## config.mk

```make
export PLATFORM = sky130hd
export DESIGN_NAME = nor_page_rd_engine
export DESIGN_NICKNAME = d
export VERILOG_FILES = /design/src/rtl/nor_rd_pkg.sv /design/src/rtl/nor_rd_scale.sv /design/src/rtl/nor_rd_seq.sv /design/src/rtl/nor_rd_strobe.sv /design/src/rtl/nor_page_rd_engine.sv
export SDC_FILE = /design/constraint.sdc
export NUM_CORES = 1
export LEC_CHECK = 0
export CAP_MARGIN = 25
export CORE_AREA = 4 4 129 69
export DETAILED_ROUTE_END_ITERATION = 7
export DIE_AREA = 0 0 133 73
export DONT_BUFFER_PORTS = 1
export HOLD_SLACK_MARGIN = 0.03
export PLACE_DENSITY = 0.76
export SLEW_MARGIN = 5
export SYNTH_ARGS = -nofsm -noshare
export SYNTH_HDL_FRONTEND = slang
export SYNTH_SLANG_ARGS = --single-unit
```

## constraint.sdc

```tcl
create_clock -name clk -period 3.3 [get_ports clk]
set_input_delay 0.165 -clock clk [delete_from_list [all_inputs] [get_ports clk]]
set_output_delay 0.165 -clock clk [all_outputs]
set_load 0.01 [all_outputs]
```

## src/rtl/nor_rd_pkg.sv

```systemverilog
// Shared definitions for the NOR page-read engine.
// Assumes: a single functional clock; all timing is counted in that clock.
package nor_rd_pkg;
    // Access phases: idle, reading, output-enable hold, inter-access gap
    typedef enum logic [1:0] {
        ST_IDLE = 2'd0,
        ST_ACT  = 2'd1,
        ST_TAIL = 2'd2,
        ST_GAP  = 2'd3
    } nor_st_e;

    localparam int unsigned PAGE_WORDS = 4;
endpackage

```

## src/rtl/nor_rd_scale.sv

```systemverilog
// Scales one programmed timing field by the granularity factor (setting + 1).
// Assumes: the granularity setting is a single bit, so the factor is 1 or 2.
module nor_rd_scale #(
    parameter int TW      = 4,
    parameter bit GRAN_EN = 1'b1
) (
    input  logic [TW-1:0] fld,
    input  logic          gran,
    output logic [TW:0]   val
);
    generate
        if (GRAN_EN) begin : g_gran
            // Double the field when granularity is set
            assign val = gran ? {fld, 1'b0} : {1'b0, fld};
        end else begin : g_plain
            logic unused_gran;
            assign unused_gran = gran;
            // Granularity disabled: pass the field through
            assign val = {1'b0, fld};
        end
    endgenerate
endmodule

```

## src/rtl/nor_rd_seq.sv

```systemverilog
// Access sequencer: accepts requests, latches scaled timing, counts cycles,
// captures page words and walks the phases act -> hold -> gap -> idle.
// Assumes: scaled timing inputs are only meaningful on the accepting edge.
module nor_rd_seq
    import nor_rd_pkg::*;
#(
    parameter int AW = 16,
    parameter int DW = 16,
    parameter int TW = 4
) (
    input  logic          clk,
    input  logic          rst_n,
    input  logic          req_valid,
    input  logic          req_page,
    input  logic [1:0]    req_len,
    input  logic [AW-1:0] req_addr,
    input  logic [TW:0]   acc_s,
    input  logic [TW:0]   pg_s,
    input  logic [TW:0]   adv_on_s,
    input  logic [TW:0]   adv_off_s,
    input  logic [TW:0]   oe_on_s,
    input  logic [TW:0]   oe_off_s,
    input  logic [TW:0]   gap_s,
    input  logic [DW-1:0] mem_data,
    output nor_st_e       st,
    output logic [TW+3:0] tcnt,
    output logic [TW:0]   adv_on_l,
    output logic [TW:0]   adv_off_l,
    output logic [TW:0]   oe_on_l,
    output logic [AW-1:0] cur_addr,
    output logic          req_ready,
    output logic          rsp_valid,
    output logic [DW-1:0] rsp_data,
    output logic          rsp_last
);
    localparam int SW = TW + 1;
    localparam int CW = TW + 4;

    logic [CW-1:0] cap_cnt;
    logic [SW-1:0] ph_cnt;
    logic [SW-1:0] pg_l, tail_l, gap_l;
    logic [1:0]    widx, wlast;
    logic [AW-1:0] base;
    logic [CW-1:0] acc_w, oe1_w, first_w;
    logic [SW-1:0] pg_eff;
    logic [1:0]    lo_bits;

    // First capture point: never before the cycle after output enable asserts
    always_comb begin
        acc_w   = CW'(acc_s);
        oe1_w   = CW'(oe_on_s) + CW'(1);
        first_w = (acc_w >= oe1_w) ? acc_w : oe1_w;
        pg_eff  = (pg_s == '0) ? SW'(1) : pg_s;
    end

    // Current word address: wraps within the four-word page
    always_comb begin
        lo_bits  = base[1:0] + widx;
        cur_addr = {base[AW-1:2], lo_bits};
    end

    assign req_ready = (st == ST_IDLE);

    // Phase machine, cycle counter and data capture
    always_ff @(posedge clk) begin
        if (!rst_n) begin
            st        <= ST_IDLE;
            tcnt      <= '0;
            cap_cnt   <= '0;
            ph_cnt    <= '0;
            pg_l      <= '0;
            tail_l    <= '0;
            gap_l     <= '0;
            adv_on_l  <= '0;
            adv_off_l <= '0;
            oe_on_l   <= '0;
            widx      <= '0;
            wlast     <= '0;
            base      <= '0;
            rsp_valid <= 1'b0;
            rsp_data  <= '0;
            rsp_last  <= 1'b0;
        end else begin
            rsp_valid <= 1'b0;
            rsp_last  <= 1'b0;
            unique case (st)
                ST_IDLE: begin
                    if (req_valid) begin
                        st        <= ST_ACT;
                        tcnt      <= '0;
                        cap_cnt   <= first_w;
                        pg_l      <= pg_eff;
                        tail_l    <= oe_off_s;
                        gap_l     <= gap_s;
                        adv_on_l  <= adv_on_s;
                        adv_off_l <= adv_off_s;
                        oe_on_l   <= oe_on_s;
                        widx      <= '0;
                        wlast     <= req_page ? req_len : 2'd0;
                        base      <= req_addr;
                    end
                end
                ST_ACT: begin
                    if (tcnt != '1) tcnt <= tcnt + CW'(1);
                    if (cap_cnt == CW'(1)) begin
                        rsp_valid <= 1'b1;
                        rsp_data  <= mem_data;
                        if (widx == wlast) begin
                            rsp_last <= 1'b1;
                            if (tail_l != '0) begin
                                st     <= ST_TAIL;
                                ph_cnt <= tail_l;
                            end else if (gap_l != '0) begin
                                st     <= ST_GAP;
                                ph_cnt <= gap_l;
                            end else begin
                                st <= ST_IDLE;
                            end
                        end else begin
                            widx    <= widx + 2'd1;
                            cap_cnt <= CW'(pg_l);
                        end
                    end else begin
                        cap_cnt <= cap_cnt - CW'(1);
                    end
                end
                ST_TAIL: begin
                    if (tcnt != '1) tcnt <= tcnt + CW'(1);
                    if (ph_cnt == SW'(1)) begin
                        if (gap_l != '0) begin
                            st     <= ST_GAP;
                            ph_cnt <= gap_l;
                        end else begin
                            st <= ST_IDLE;
                        end
                    end else begin
                        ph_cnt <= ph_cnt - SW'(1);
                    end
                end
                ST_GAP: begin
                    if (ph_cnt == SW'(1)) st <= ST_IDLE;
                    else                  ph_cnt <= ph_cnt - SW'(1);
                end
                default: st <= ST_IDLE;
            endcase
        end
    end
endmodule

```

## src/rtl/nor_rd_strobe.sv

```systemverilog
// Derives the active-low memory strobes and the address bus from the phase
// and the cycle counter. Assumes latched offsets stay stable for the access.
module nor_rd_strobe
    import nor_rd_pkg::*;
#(
    parameter int AW = 16,
    parameter int TW = 4
) (
    input  nor_st_e       st,
    input  logic [TW+3:0] tcnt,
    input  logic [TW:0]   adv_on_l,
    input  logic [TW:0]   adv_off_l,
    input  logic [TW:0]   oe_on_l,
    input  logic [AW-1:0] cur_addr,
    output logic          mem_cs_n,
    output logic          mem_adv_n,
    output logic          mem_oe_n,
    output logic [1:0]    mem_be_n,
    output logic [AW-1:0] mem_addr
);
    localparam int CW = TW + 4;

    logic sel, in_act;

    // Strobe windows relative to the start of the access
    always_comb begin
        in_act    = (st == ST_ACT);
        sel       = in_act || (st == ST_TAIL);
        mem_cs_n  = !sel;
        mem_be_n  = {2{!sel}};
        mem_adv_n = !(in_act && (tcnt >= CW'(adv_on_l)) && (tcnt < CW'(adv_off_l)));
        mem_oe_n  = !(sel && (tcnt >= CW'(oe_on_l)));
        mem_addr  = sel ? cur_addr : '0;
    end
endmodule

```

## src/rtl/nor_page_rd_engine.sv

```systemverilog
// Top level: scales the timing fields, sequences the access and drives the
// memory strobes. Assumes mem_data is stable around each capture edge.
module nor_page_rd_engine
    import nor_rd_pkg::*;
#(
    parameter int AW      = 16,
    parameter int DW      = 16,
    parameter int TW      = 4,
    parameter bit GRAN_EN = 1'b1
) (
    input  logic          clk,
    input  logic          rst_n,
    input  logic          req_valid,
    output logic          req_ready,
    input  logic          req_page,
    input  logic [1:0]    req_len,
    input  logic [AW-1:0] req_addr,
    input  logic          cfg_gran,
    input  logic [TW-1:0] cfg_acc,
    input  logic [TW-1:0] cfg_page_acc,
    input  logic [TW-1:0] cfg_adv_on,
    input  logic [TW-1:0] cfg_adv_off,
    input  logic [TW-1:0] cfg_oe_on,
    input  logic [TW-1:0] cfg_oe_off,
    input  logic [TW-1:0] cfg_gap,
    output logic          rsp_valid,
    output logic [DW-1:0] rsp_data,
    output logic          rsp_last,
    output logic          mem_cs_n,
    output logic          mem_adv_n,
    output logic          mem_oe_n,
    output logic [1:0]    mem_be_n,
    output logic [AW-1:0] mem_addr,
    input  logic [DW-1:0] mem_data
);
    localparam int NF = 7;

    logic [TW-1:0] fld_a [NF];
    logic [TW:0]   sc_a  [NF];

    nor_st_e       st;
    logic [TW+3:0] tcnt;
    logic [TW:0]   adv_on_l, adv_off_l, oe_on_l;
    logic [AW-1:0] cur_addr;

    // Gather the raw fields in a fixed order for scaling
    always_comb begin
        fld_a[0] = cfg_acc;
        fld_a[1] = cfg_page_acc;
        fld_a[2] = cfg_adv_on;
        fld_a[3] = cfg_adv_off;
        fld_a[4] = cfg_oe_on;
        fld_a[5] = cfg_oe_off;
        fld_a[6] = cfg_gap;
    end

    genvar gi;
    generate
        for (gi = 0; gi < NF; gi++) begin : g_scale
            nor_rd_scale #(.TW(TW), .GRAN_EN(GRAN_EN)) u_scale (
                .fld  (fld_a[gi]),
                .gran (cfg_gran),
                .val  (sc_a[gi])
            );
        end
    endgenerate

    nor_rd_seq #(.AW(AW), .DW(DW), .TW(TW)) u_seq (
        .clk       (clk),
        .rst_n     (rst_n),
        .req_valid (req_valid),
        .req_page  (req_page),
        .req_len   (req_len),
        .req_addr  (req_addr),
        .acc_s     (sc_a[0]),
        .pg_s      (sc_a[1]),
        .adv_on_s  (sc_a[2]),
        .adv_off_s (sc_a[3]),
        .oe_on_s   (sc_a[4]),
        .oe_off_s  (sc_a[5]),
        .gap_s     (sc_a[6]),
        .mem_data  (mem_data),
        .st        (st),
        .tcnt      (tcnt),
        .adv_on_l  (adv_on_l),
        .adv_off_l (adv_off_l),
        .oe_on_l   (oe_on_l),
        .cur_addr  (cur_addr),
        .req_ready (req_ready),
        .rsp_valid (rsp_valid),
        .rsp_data  (rsp_data),
        .rsp_last  (rsp_last)
    );

    nor_rd_strobe #(.AW(AW), .TW(TW)) u_strobe (
        .st        (st),
        .tcnt      (tcnt),
        .adv_on_l  (adv_on_l),
        .adv_off_l (adv_off_l),
        .oe_on_l   (oe_on_l),
        .cur_addr  (cur_addr),
        .mem_cs_n  (mem_cs_n),
        .mem_adv_n (mem_adv_n),
        .mem_oe_n  (mem_oe_n),
        .mem_be_n  (mem_be_n),
        .mem_addr  (mem_addr)
    );
endmodule

```

* Word-level counts from Yosys, hierarchy flattened
Index checks and enable logic that the tools add are counted.
** Cells by class
- Add/sub/neg operators :: 6
- $lt $le $gt $ge :: 4
- Equality and inequality tests :: 16
- Mux-type cells :: 39
- Reduce and logical (&&, ||, !) cells :: 24
** Operator list (number)
- $mux W5 :: 14
- $mux W8 :: 6
- $pmux W8 S2 :: 2
- $mux W2 :: 11
- $ge A8 B5 Y1 :: 2
- $mux W16 :: 1
- $pmux W5 S3 :: 1
- $ne A2 B2 Y1 const B :: 5
- $reduce_bool A5 Y1 :: 2
- $reduce_and A3 Y1 :: 3
- $add A8 B1 Y8 const B :: 1
- $eq A8 B1 Y1 const B :: 1
- $ge A5 B8 Y1 :: 1
- $lt A8 B5 Y1 :: 1
- $ne A8 B8 Y1 const B :: 1
- $pmux W2 S4 :: 1
- $reduce_and A4 Y1 :: 2
- $sub A8 B1 Y8 const B :: 1
- $add A5 B1 Y6 const B :: 1
- $ne A2 B1 Y1 const B :: 3
- $reduce_and A2 Y1 :: 3
- $eq A5 B1 Y1 const B :: 1
- $logic_not A5 Y1 :: 1
- $reduce_and A5 Y1 :: 1
- other kinds (16) :: 23
** Word-level totals
- Register bits after elaboration :: 91
- Input port bits :: 67
- Output and inout bits :: 40

* Longest topological paths before layout
- Depth in word-level cells :: 6
- Gate-level depth with buffers :: 14
- Mapped depth without buffers :: 13

* Modules after synthesis
From an unflattened synthesis, not the netlist that was laid out.
** Second synthesis, totals
- Cell total of the unflattened synthesis :: 659
- Area, all modules :: 5337.6 um2
** By module, submodules not included
- nor_rd_seq :: instances 1, cells each 554, area each 4490.6 um2, seq. area each 1821.7 um2
- nor_rd_strobe :: instances 1, cells each 70, area each 496.7 um2, seq. area each 0.0 um2
- nor_rd_scale :: instances 7, cells each 5, area each 50.0 um2, seq. area each 0.0 um2

* Least setup slack after synthesis
No wires, ideal clock.
- Path kind :: input-to-reg
- Start point :: input cfg_gran
- End point :: register u_seq.cap_cnt[0]
- Arrival time :: 2.709 ns
- Data required time :: 3.172 ns
- Slack :: 0.463 ns
- Stages on the path :: 11
- Cells stage by stage :: clkbuf_1 -> mux2_2 -> ha_1 -> nand2_1 -> mux2_2 -> a22oi_1 -> ha_1 -> o21ai_1 -> mux2i_1 -> a221oi_1 -> nor2_1
** Between the ends
- Longest elaborated chain between the ends :: 6
- Elaborated cells on any way between the ends :: 7
- Classes of those cells :: add/sub: 1; order compare: 1; mux: 5
** RTL lines
- start: declaration :: line nor_page_rd_engine.sv:18 : input logic cfg_gran,
- $mux W5 :: line nor_rd_scale.sv:14 : assign val = gran ? {fld, 1'b0} : {1'b0, fld};
- named net g_scale[4].u_scale.val[1] :: line nor_rd_scale.sv:9 : output logic [TW:0] val
- $add A5 B1 Y6 :: line nor_rd_seq.sv:51 : oe1_w = CW'(oe_on_s) + CW'(1);
- $ge A5 B8 Y1 :: line nor_rd_seq.sv:52 : first_w = (acc_w >= oe1_w) ? acc_w : oe1_w;
- $mux W8 :: line nor_rd_seq.sv:52
- $mux W8 :: line nor_rd_seq.sv:88 : if (req_valid) begin
- $pmux W8 S2 :: line nor_rd_seq.sv:86 : unique case (st)
- end signal: assignment :: line nor_rd_seq.sv:91 : cap_cnt <= first_w;
- end signal: assignment :: line nor_rd_seq.sv:121 : cap_cnt <= CW'(pg_l);
- end signal: assignment :: line nor_rd_seq.sv:124 : cap_cnt <= cap_cnt - CW'(1);
- end: declaration :: line nor_rd_seq.sv:39 : logic [CW-1:0] cap_cnt;
The timed path passes the listed nets, and every way through them passes these cells. The select of a mux whose other input is x is not followed.
A chain may end at the register's enable or synchronous reset.

* Worst setup path in the final report
- Start point :: register u_seq.st[0]
- End point :: register u_seq.adv_on_l[4]
** Between the ends
- Longest elaborated chain between the ends :: 2
** RTL lines
- start: declaration :: line nor_rd_seq.sv:25 : output nor_st_e st,
- start signal: assignment :: line nor_rd_seq.sv:67 : st <= ST_IDLE;
- start signal: assignment :: line nor_rd_seq.sv:89 : st <= ST_ACT;
- start signal: assignment :: line nor_rd_seq.sv:111 : st <= ST_TAIL;
- $logic_not A2 Y1
- named net req_ready :: line nor_page_rd_engine.sv:14 : output logic req_ready,
- $reduce_and A2 Y1 (no source line)
- end signal: assignment :: line nor_rd_seq.sv:95 : adv_on_l <= adv_on_s;
- end: declaration :: line nor_rd_seq.sv:27 : output logic [TW:0] adv_on_l,
The timed path passes the listed nets, and every way through them passes these cells.

==> flow_summary.toml <==
[run_status]
status = "finished clean"

[critical_path]
cpPeakStageDelay_ns = 0.62
required_ns = 3.57
arrival_ns = 2.97
crit_fanout = 32
slowest_stage = "and2_2"
worstSetupPathType = "reg -> reg"
reg2reg_depth = 7
startpoint_type = "flip-flop"
cp_cell_sequence = "inv_1 -> ha_1 -> and2_2 -> buf_12 -> nand3_1 -> dlygate4sd3_1 -> a21oi_1"
cpLargestDelayFamily = "buffers and inverters"
worstSetupEndpointType = "flip-flop"
critPathBufInv = 3
worstSetupPathDepth = 7

[run]
cap_violations = 0

[cells_and_area]
drive_gt1_share_pct = 5.97
final_util_pct = 74.2
final_net_count = 745
syn_to_final_growth_pct = 18.2
mostFrequentLayoutCells = "nand2_1, dfxtp_1, a21oi_1, nor2_1, dlygate4sd3_1"
final_area_um2 = 5790
final_common_cell = "nand2_1"
n_antenna_cell = 0

[routing]
wirelength_um = 13600
vias = 4559
wl_per_cell_um = 17.8
drt_pass1_iterations = 6
drc_errors = 0
postRouteAntennaNets = 0
drt-initial-drc-count = 382
viasPerCell = 5.96

[timing]
timing.setup.tns_ns = 0
fmax_mhz = 371
period_minus_slack_ns = 2.70
tightestPinTransition_ns = 0.667
grt_setup_unrepaired = "no"
hold_viol = 0
period_share_pct = 81.8
slew_viol_final = 0
setup_viol = 0
fin_worst_skew_ns = 0.00637
slew_headroom_pct = 55.3

[global_route]
grtUsageMet1_pct = 37.1
grt_busiest_layer = "met2"
grt_pass1_vias = 4274
grt.total_usage_pct = 27.9
grt_overflow = 0
grt_use_met2_pct = 44.3
grt.met3_usage_pct = 7.51
grt_max_degree = 39
grt_pass1_wl_um = 21500
antenna_found_initial = 2

[clocking]
cts-htree-levels = 3
cts_max_path_buffers = 2
cts_tree = "yes"
post-cts-setup-buffers = 0
clock-root-buffer = "clkbuf_16"
cts.clk_slew.worst_paths_ns = 0.06
insertion_delay_ns = 0.34
cts_made_buffers = 9
cts_sinks = 91

[power]
power_leakage_nw = 2.27
peakVddDrop_mv = 0.416
powerDensity_nw_per_um2 = 757

[synth]
yosysSeqAreaShare_pct = 37.2
synth_area_per_cell_um2 = 7.95
syn-instance-count = 616
netlist_area_um2 = 4900
ys_types = 53
synth_edf_count = 0
synthFlopType = "dfxtp_1"
yosys_warnings = 0
async_flop_share_pct = 0
ys_ff_latch = 91
synth_nets = 713

[min_path]
min_path_cells = 2
hp-class = "in -> reg"

[placed_design]
place_area_um2 = 4970
port_buffers = 0
dp_hpwl_um = 9000
gp_congestion = 0.911

[die]
chipHeight_um = 73
die_w_um = 133
core-area_um2 = 7800
ios = 107
dieArea_um2 = 9710
rows = 23
start_util_pct = 62.8
## registers in the layout (all words and copies together) (netlist names), 5 cells and up
register and cells:
u_seq.rsp_data 16, u_seq.tcnt 8, u_seq.cap_cnt 8, u_seq.adv_on_l 5
u_seq.adv_off_l 5, u_seq.oe_on_l 5, u_seq.pg_l 5, u_seq.gap_l 5
u_seq.tail_l 5, u_seq.base 16, u_seq.ph_cnt 5
## logic make-up (layout without fill, tap and decap cells)
family,after synthesis,in the layout,share of synthesized area [%]
AOI/OAI and AO/OA,156,156,19.4
xor gates and xnor gates,17,17,3.04
adders and majority gates,30,30,7.66
buffers and inverters,63,100,5.06
DFF,91,91,37.2
muxes,25,25,5.26
and+or+nand+nor,234,234,22.4
## Yosys cell counts, drive strengths merged, types with 3 or more instances
master	count	area, um2
a31oi	8	50.1
clkbuf	27	101
mux2	6	67.6
xnor2	6	52.6
o21ai	29	145
inv	28	105
and2	17	106
nor2	58	218
nor4	3	18.8
nand3	13	65.1
a21boi	5	45.0
nand4	4	25.0
xor2	11	96.3
a211oi	21	158
nor3	11	55.1
nand3b	7	52.6
buf	7	37.5
mux2i	19	190
dfxtp	91	1820
nor2b	5	31.3
a21oi	66	330
or3	3	18.8
o211ai	6	45.0
o22ai	3	25.0
and3	3	18.8
ha	30	375
nand2b	6	37.5
nand2	96	360
## layout make-up
class	count	area, um2
clock buffers	11	243
clock inverters	5	100
fillers	579	2010
inverters	29	109
multi-input cells	462	2830
flip-flops and latches	91	1820
well taps	112	140
repair buffers	55	546
## path summary, 6_finish.rpt
check	slack, ns	to	start
max	0.60	u_seq.adv_on_l[4]	u_seq.st[0]
min	0.05	u_seq.pg_l[0]	cfg_page_acc[0]
max reg2reg	0.60	u_seq.adv_on_l[4]	u_seq.st[0]
min reg2reg	0.45	u_seq.adv_on_l[4]	u_seq.adv_on_l[4]
## routing by layer
metal / up-vias / wire length [um] / share of wire (%)
met1: 2114 / 6090 / 45
met2: 204 / 6120 / 45
li1: 2201 / - / -
met4: 4 / 287 / 2.1
met3: 36 / 1120 / 8.2
met5: - / 27 / 0.20
## where the power goes
group          switching [mW]  internal [mW]  total, mW
clock                   0.421          0.758       1.18
sequential              0.215           1.29       1.51
combinational            1.03          0.665       1.69
total                    1.66           2.72       4.38
## stage by stage
stage | cells | power, mW | hold WS [ns] | setup slack (ns)
2_1_floorplan | 616 | 2.74 | 0.301 | 0.463
3_3_place_gp | 701 | 3.04 | 0.301 | 0.611
3_5_place_dp | 701 | 3.10 | 0.303 | 0.528
4_1_cts | 765 | 4.35 | 0.0396 | 0.697
5_1_grt | 765 | 4.65 | 0.0581 | 0.440
6_report | 765 | 4.38 | 0.0515 | 0.601
## repair_timing
| action | 4_1_cts | 5_1_grt |
|---|---|---|
| endpoints found under the hold margin | 58 | 0 |
| hold buffers | 48 | 0 |
| setup endpoints to repair | 0 | 0 |
| resized for setup | 0 | 0 |
Note: power is estimated with default switching activity, not from simulation.
